--- config.mk ---
export PLATFORM = sky130hd
export DESIGN_NAME = word_serializer
export DESIGN_NICKNAME = d
export VERILOG_FILES = /design/src/rtl/word_serializer_pkg.sv /design/src/rtl/word_serializer_ctrl.sv /design/src/rtl/word_serializer_path.sv /design/src/rtl/word_serializer.sv
export SDC_FILE = /design/constraint.sdc
export NUM_CORES = 1
export LEC_CHECK = 0
export ABC_AREA = 1
export CAP_MARGIN = 20
export CORE_AREA = 2 2 39 41
export DETAILED_ROUTE_END_ITERATION = 7
export DIE_AREA = 0 0 41 43
export DONT_BUFFER_PORTS = 1
export SYNTH_ARGS = -nofsm -noshare
export SYNTH_HDL_FRONTEND = slang
export SYNTH_SLANG_ARGS = --single-unit
--- constraint.sdc ---
create_clock -name clk -period 1 [get_ports clk]
set_clock_uncertainty 0.1 [all_clocks]
set_input_delay 0.05 -clock clk [delete_from_list [all_inputs] [get_ports clk]]
set_output_delay 0.05 -clock clk [all_outputs]
set_load 0.03 [all_outputs]
--- src/rtl/word_serializer_pkg.sv ---
`timescale 1ns/1ps
package word_serializer_pkg;

  // Operation codes seen on the mode input
  typedef enum logic [1:0] {
    OP_KEEP_LO = 2'b00,
    OP_CAPTURE = 2'b01,
    OP_MOVE    = 2'b10,
    OP_KEEP_HI = 2'b11
  } opCode_e;

  // Strobes from the decoder to the datapath
  typedef struct packed {
    logic captureStb;
    logic moveStb;
  } stepCtl_t;

endpackage

--- src/rtl/word_serializer_ctrl.sv ---
`timescale 1ns/1ps
module word_serializer_ctrl
  import word_serializer_pkg::*;
(
  input  logic [1:0] mode,
  output stepCtl_t   stepCtl
);

  opCode_e opCode;

  assign opCode = opCode_e'(mode);

  always_comb begin
    stepCtl = '0;
    unique case (opCode)
      OP_CAPTURE: stepCtl.captureStb = 1'b1;
      OP_MOVE:    stepCtl.moveStb    = 1'b1;
      OP_KEEP_LO,
      OP_KEEP_HI: stepCtl = '0;
      default:    stepCtl = '0;
    endcase
  end

endmodule

--- src/rtl/word_serializer_path.sv ---
`timescale 1ns/1ps
module word_serializer_path
  import word_serializer_pkg::*;
#(
  parameter int WIDTH = 8
) (
  input  logic             clk,
  input  logic             rst,
  input  stepCtl_t         stepCtl,
  input  logic [WIDTH-1:0] parIn,
  output logic [WIDTH-1:0] regImage,
  output logic             serOut
);

  localparam int TOP = WIDTH - 1;

  logic [WIDTH-1:0] movedWord;

  // Shifted image: each bit takes its lower neighbour, bit 0 takes zero
  for (genvar i = 0; i < WIDTH; i++) begin : g_move
    if (i == 0) begin : g_fill
      assign movedWord[i] = 1'b0;
    end else begin : g_link
      assign movedWord[i] = regImage[i-1];
    end
  end

  always_ff @(posedge clk or posedge rst) begin
    if (rst) begin
      regImage <= '0;
      serOut   <= 1'b0;
    end else if (stepCtl.captureStb) begin
      regImage <= parIn;
      serOut   <= parIn[TOP];
    end else if (stepCtl.moveStb) begin
      regImage <= movedWord;
      serOut   <= movedWord[TOP];
    end
  end

endmodule

--- src/rtl/word_serializer.sv ---
`timescale 1ns/1ps
module word_serializer
  import word_serializer_pkg::*;
#(
  parameter int WIDTH = 8
) (
  input  logic             clk,
  input  logic             rst,
  input  logic [WIDTH-1:0] parIn,
  input  logic [1:0]       mode,
  output logic             serOut
);

  stepCtl_t         stepCtl;
  logic [WIDTH-1:0] regImage;

  word_serializer_ctrl ctrl_i (
    .mode    (mode),
    .stepCtl (stepCtl)
  );

  word_serializer_path #(.WIDTH(WIDTH)) path_i (
    .clk      (clk),
    .rst      (rst),
    .stepCtl  (stepCtl),
    .parIn    (parIn),
    .regImage (regImage),
    .serOut   (serOut)
  );

endmodule

==> impl_metrics.json, run 1 <==
{
  "worst_slack_ps": 38.7,
  "p_leak_nw": 0.356,
  "port_buffers": 0,
  "antenna_found_initial": 0,
  "synth.distinct_cells": 9,
  "setup_viol": 0,
  "worst_pin_slew_ps": 318,
  "die_h_um": 43,
  "grt_pass1_vias": 420,
  "hold_class": "in2async",
  "overflow": 0,
  "startpoint_type": "flop",
  "insertion_delay_ps": 260,
  "gp_congestion": 0.669,
  "rsz0062_at_grt": "false",
  "via_per_inst": 4.46,
  "ys_seq_area_frac": 0.440,
  "critPathBufInv": 1,
  "fin_crit_sh": 0.961,
  "crit_chain": "buf_4",
  "ys_seq_elements": 8,
  "cp_slowest_cell": "dfrtp_1",
  "slew_violations": 0,
  "slowest_delay_ps": 380,
  "place_ws_ps": 56.9,
  "track_usage": 0.143,
  "required_ps": 850,
  "drc": 0,
  "ir_worst_vdd_v": 0.000449,
  "hold_viol": 0,
  "finalSetupTns_ps": 0,
  "num_vias": 428,
  "max_freq_mhz": 1040,
  "cts_tree": "done",
  "path_max_fanout": 2,
  "rows": 14,
  "clockBufferDepth": 2,
  "dieArea_um2": 1760,
  "clkTransAtPathRegs_ps": 50,
  "htreeDepth": 1,
  "syn_area_per_cell_um2": 6.90,
  "clock_sinks": 8,
  "arrival_ps": 810,
  "nets": 95,
  "core_area_um2": 1380,
  "p_sw_frac": 0.312,
  "cts_root_buffer": "clkbuf_4",
  "slew_headroom": 0.788,
  "post_cts_buffers": 0,
  "drive_above_1_share": 0.113,
  "max_cap_viol_count": 0,
  "ioPinCount": 13,
  "seq_power_share": 0.461,
  "die_w_um": 41,
  "cts_made_buffers": 3,
  "cpLargestDelayFamily": "flip-flops",
  "drt_iter0_drc": 5,
  "wire_per_inst_um": 9.46,
  "drt-total-wl_um": 908,
  "ys_warn_count": 0,
  "clkPwrFrac": 0.274,
  "status": "finished clean",
  "netlist_area_um2": 455,
  "pwr_density_cell_nw_per_um2": 1560,
  "switching_power_uw": 289,
  "cp-end-kind": "primary output",
  "critPathKind": "reg2out",
  "drt-pass1-iter-count": 2,
  "area_growth_pct": 30.8,
  "n_antenna_cell": 0,
  "grt_pass1_wl_mm": 1.64,
  "synth_cells": 66,
  "postRouteAntennaNets": 0,
  "initial_core_util": 0.329,
  "p_int_uw": 638,
  "fin_crit_ps": 961,
  "hpwl_um": 668,
  "combPwrFrac": 0.265,
  "synth_nets": 79,
  "grt_start_max_net_pins": 10
}
-- cell type report --
class / count / area, um^2
tap: 16 / 20.0
clock buffer: 3 / 22.5
fill: 149 / 788
timing repair buffer: 13 / 120
sequential: 8 / 200
inverter: 18 / 70.1
multi-input combinational: 38 / 163
-- layer usage --
layer | GRT usage | routed length (um) | up-vias | share of wire
met5 | 0 | 0 | - | 0
met4 | 0.100 | 23 | 0 | 0.025
met3 | 0.0314 | 24 | 3 | 0.026
met2 | 0.219 | 439 | 8 | 0.48
met1 | 0.164 | 421 | 197 | 0.46
li1 | - | - | 220 | -
-- flip-flops by register name, indices dropped and copies added, names as in the netlist --
register         count
path_i.serOut        1
path_i.regImage      7
-- final timing paths --
| check | start | slack (ps) | to | depth (start not counted) |
|---|---|---|---|---|
| worst max-delay path | path_i.serOut | 40 | serOut | 1 |
| worst min-delay path | rst | 90 | path_i.regImage[5] | 2 |
| worst max register to register | path_i.regImage[0] | 200 | path_i.regImage[1] | 4 |
| min in group clk | mode[0] | 90 | path_i.serOut | 3 |
| worst min register to register | path_i.regImage[2] | 380 | path_i.regImage[2] | 2 |
| max in group asynchronous | rst | 470 | path_i.regImage[3] | 2 |
-- per-stage QoR --
step,area [um^2],instances,util,power [mW],hold slack [ps]
CTS,596,96,0.430,0.936,91.7
global route,596,96,0.430,0.995,118
global placement,483,84,0.349,0.649,-190
floorplan,455,66,-,0.596,-234
detailed placement,483,84,0.349,0.654,-188
finish,596,96,0.430,0.927,90.4
-- synthesized netlist by cell type --
master,instances,area (um^2)
o21ai_1,1,5.00
buf_6,2,22.5
inv_1,16,60.1
ha_1,1,12.5
inv_2,1,3.75
nand3_1,8,40.0
nand2_1,28,105
inv_4,1,6.26
dfrtp_1,8,200
-- cells in the final DEF, fill, tap and decap left out --
cell type	synthesis	final
nand3_1	8	8
inv_2	1	1
buf_4	0	4
ha_1	1	1
clkbuf_4	0	3
nand2_1	28	28
dfrtp_1	8	8
o21ai_1	1	1
inv_4	1	1
inv_1	16	16
dlygate4sd3_1	0	9
-- cells by family (layout without fill, tap and decap cells) --
logic type,after synthesis,in the layout,synth area share
fa+ha+maj,1,1,0.0275
simple gates,36,36,0.319
buf+inv,20,34,0.203
compound gates,1,1,0.0110
flops,8,8,0.440
-- power by group through the flow --
stage          Sequential [mW]  Combinational [mW]  Clock [mW]
3_5_place_dp             0.432               0.222           0
2_1_floorplan            0.443               0.154           0
3_3_place_gp             0.431               0.219           0
5_1_grt                  0.434               0.288       0.273
4_1_cts                  0.427               0.250       0.259
6_report                 0.427               0.246       0.254
-- what timing repair did --
action	4_1_cts	5_1_grt
hold buffers	9	0
endpoints found under the hold margin	16	0
setup endpoints to repair	0	0
gates resized for setup	0	0
Note: power is estimated with default switching activity, not from simulation.
==> inputs of run 2 (changes only) <==
--- a/config.mk
+++ b/config.mk
@@ -8,6 +8,7 @@
 export ABC_AREA = 1
 export CAP_MARGIN = 20
 export CORE_AREA = 2 2 39 41
+export CTS_BUF_LIST = sky130_fd_sc_hd__clkbuf_8 sky130_fd_sc_hd__clkbuf_16
 export DETAILED_ROUTE_END_ITERATION = 7
 export DIE_AREA = 0 0 41 43
 export DONT_BUFFER_PORTS = 1
==> run 2 against run 1 <==
Effect of this change:
- global-route usage grew 0.71 points
- utilization rose by 1.4 points
- register-to-register slack barely moved
- highest routed layer unchanged
==> impl_metrics.json, run 2 (same netlist as run 1, synthesis figures left out) <==
{
  "status": "finished clean",
  "area_growth_pct": 34.9,
  "reg_top3": "path_i.regImage x7, path_i.serOut x1",
  "drt-pass1-iter-count": 2,
  "crit_chain": "buf_4",
  "arrival_ps": 780,
  "pwr_density_cell_nw_per_um2": 1730,
  "hold_viol": 0,
  "power_mw": 1.06,
  "drive_above_1_share": 0.113,
  "fin_crit_sh": 0.926,
  "grt_start_max_net_pins": 10,
  "clockBufferDepth": 2,
  "cts-hold-fix-buffers": 9,
  "htreeDepth": 1,
  "max_cap_viol_count": 0,
  "clkTransAtPathRegs_ps": 40,
  "post_cts_buffers": 0,
  "slew_violations": 0,
  "setup_viol": 0,
  "track_usage": 0.150,
  "worst_pin_slew_ps": 319,
  "via_per_inst": 4.34,
  "cts_made_buffers": 3,
  "core_area_um2": 1380,
  "postRouteAntennaNets": 0,
  "regMostFlops": "path_i.regImage",
  "finalSetupTns_ps": 0,
  "cp_slowest_cell": "dfrtp_1",
  "die_h_um": 43,
  "cts_tree": "done",
  "drt-total-wl_um": 924,
  "overflow": 0,
  "n_antenna_cell": 0,
  "r2r_setup_slack_ps": 200,
  "startpoint_type": "flop",
  "slew_headroom": 0.787,
  "wire_per_inst_um": 9.63,
  "layout_commonest_cell": "nand2_1",
  "cts_resized": 0,
  "post-place-cells": 84,
  "num_vias": 417,
  "clock_sinks": 8,
  "port_buffers": 0,
  "antenna_found_initial": 0,
  "insertion_delay_ps": 230,
  "die_w_um": 41,
  "initial_core_util": 0.329,
  "path_max_fanout": 2,
  "slowest_delay_ps": 380,
  "cts_root_buffer": "clkbuf_8",
  "max_freq_mhz": 1080,
  "critPathKind": "reg2out",
  "drc": 0,
  "rows": 14,
  "nets": 95,
  "dieArea_um2": 1760,
  "largest_register_ffs": 7,
  "hpwl_um": 668,
  "critPathBufInv": 1,
  "drt_iter0_drc": 4,
  "rsz0062_at_grt": "false",
  "ir_worst_vdd_v": 0.000546,
  "gp_congestion": 0.669,
  "cp-end-kind": "primary output",
  "fin_cells": 96,
  "ioPinCount": 13,
  "required_ps": 850,
  "fin_crit_ps": 926,
  "grt_pass1_wl_mm": 1.67,
  "cpLargestDelayFamily": "flip-flops",
  "hold_class": "in2reg",
  "grt_pass1_vias": 420,
  "final_cell_mix": "28 x nand2_1, 16 x inv_1, 9 x dlygate4sd3_1, 8 x nand3_1, 8 x dfrtp_1",
  "p_leak_nw": 0.364
}
==> run 2: metal layers <==
| metal | global-route usage | vias up | part of all wire |
|---|---|---|---|
| met5 | 0 | - | 0 |
| met1 | 0.168 | 187 | 0.46 |
| met2 | 0.219 | 8 | 0.47 |
| met4 | 0.140 | 0 | 0.040 |
| li1 | - | 218 | - |
| met3 | 0.0314 | 4 | 0.027 |
==> run 2: worst paths after layout <==
kind,cells past startpoint,start,end
setup / recovery,1,path_i.serOut,serOut
hold / removal,3,mode[0],path_i.serOut
setup reg to reg,4,path_i.regImage[0],path_i.regImage[1]
hold reg to reg,2,path_i.regImage[2],path_i.regImage[2]
max in group asynchronous,2,rst,path_i.regImage[3]
min in group asynchronous,2,rst,path_i.regImage[5]
==> run 2: report_power, final <==
part	internal, mW	switching [mW]
logic	0.109	0.137
registers	0.393	0.0358
clock network	0.261	0.125
total	0.762	0.298
==> run 2: final cells by class <==
type,instances,area (um^2)
Clock buffer,3,41.3
Fill cell,147,769
Inverter,18,70.1
Multi-Input combinational cell,38,163
Sequential cell,8,200
Tap cell,16,20.0
Timing Repair Buffer,13,120
==> run 2: stage by stage <==
step | setup slack [ps] | utilization | cell area (um^2) | hold WS (ps)
global placement | 61.9 | 0.349 | 483 | -190
global route | 56.9 | 0.444 | 614 | 166
CTS | 69.1 | 0.444 | 614 | 124
finish | 73.6 | 0.444 | 614 | 122
detailed placement | 56.9 | 0.349 | 483 | -188
floorplan | 156 | - | 455 | -234
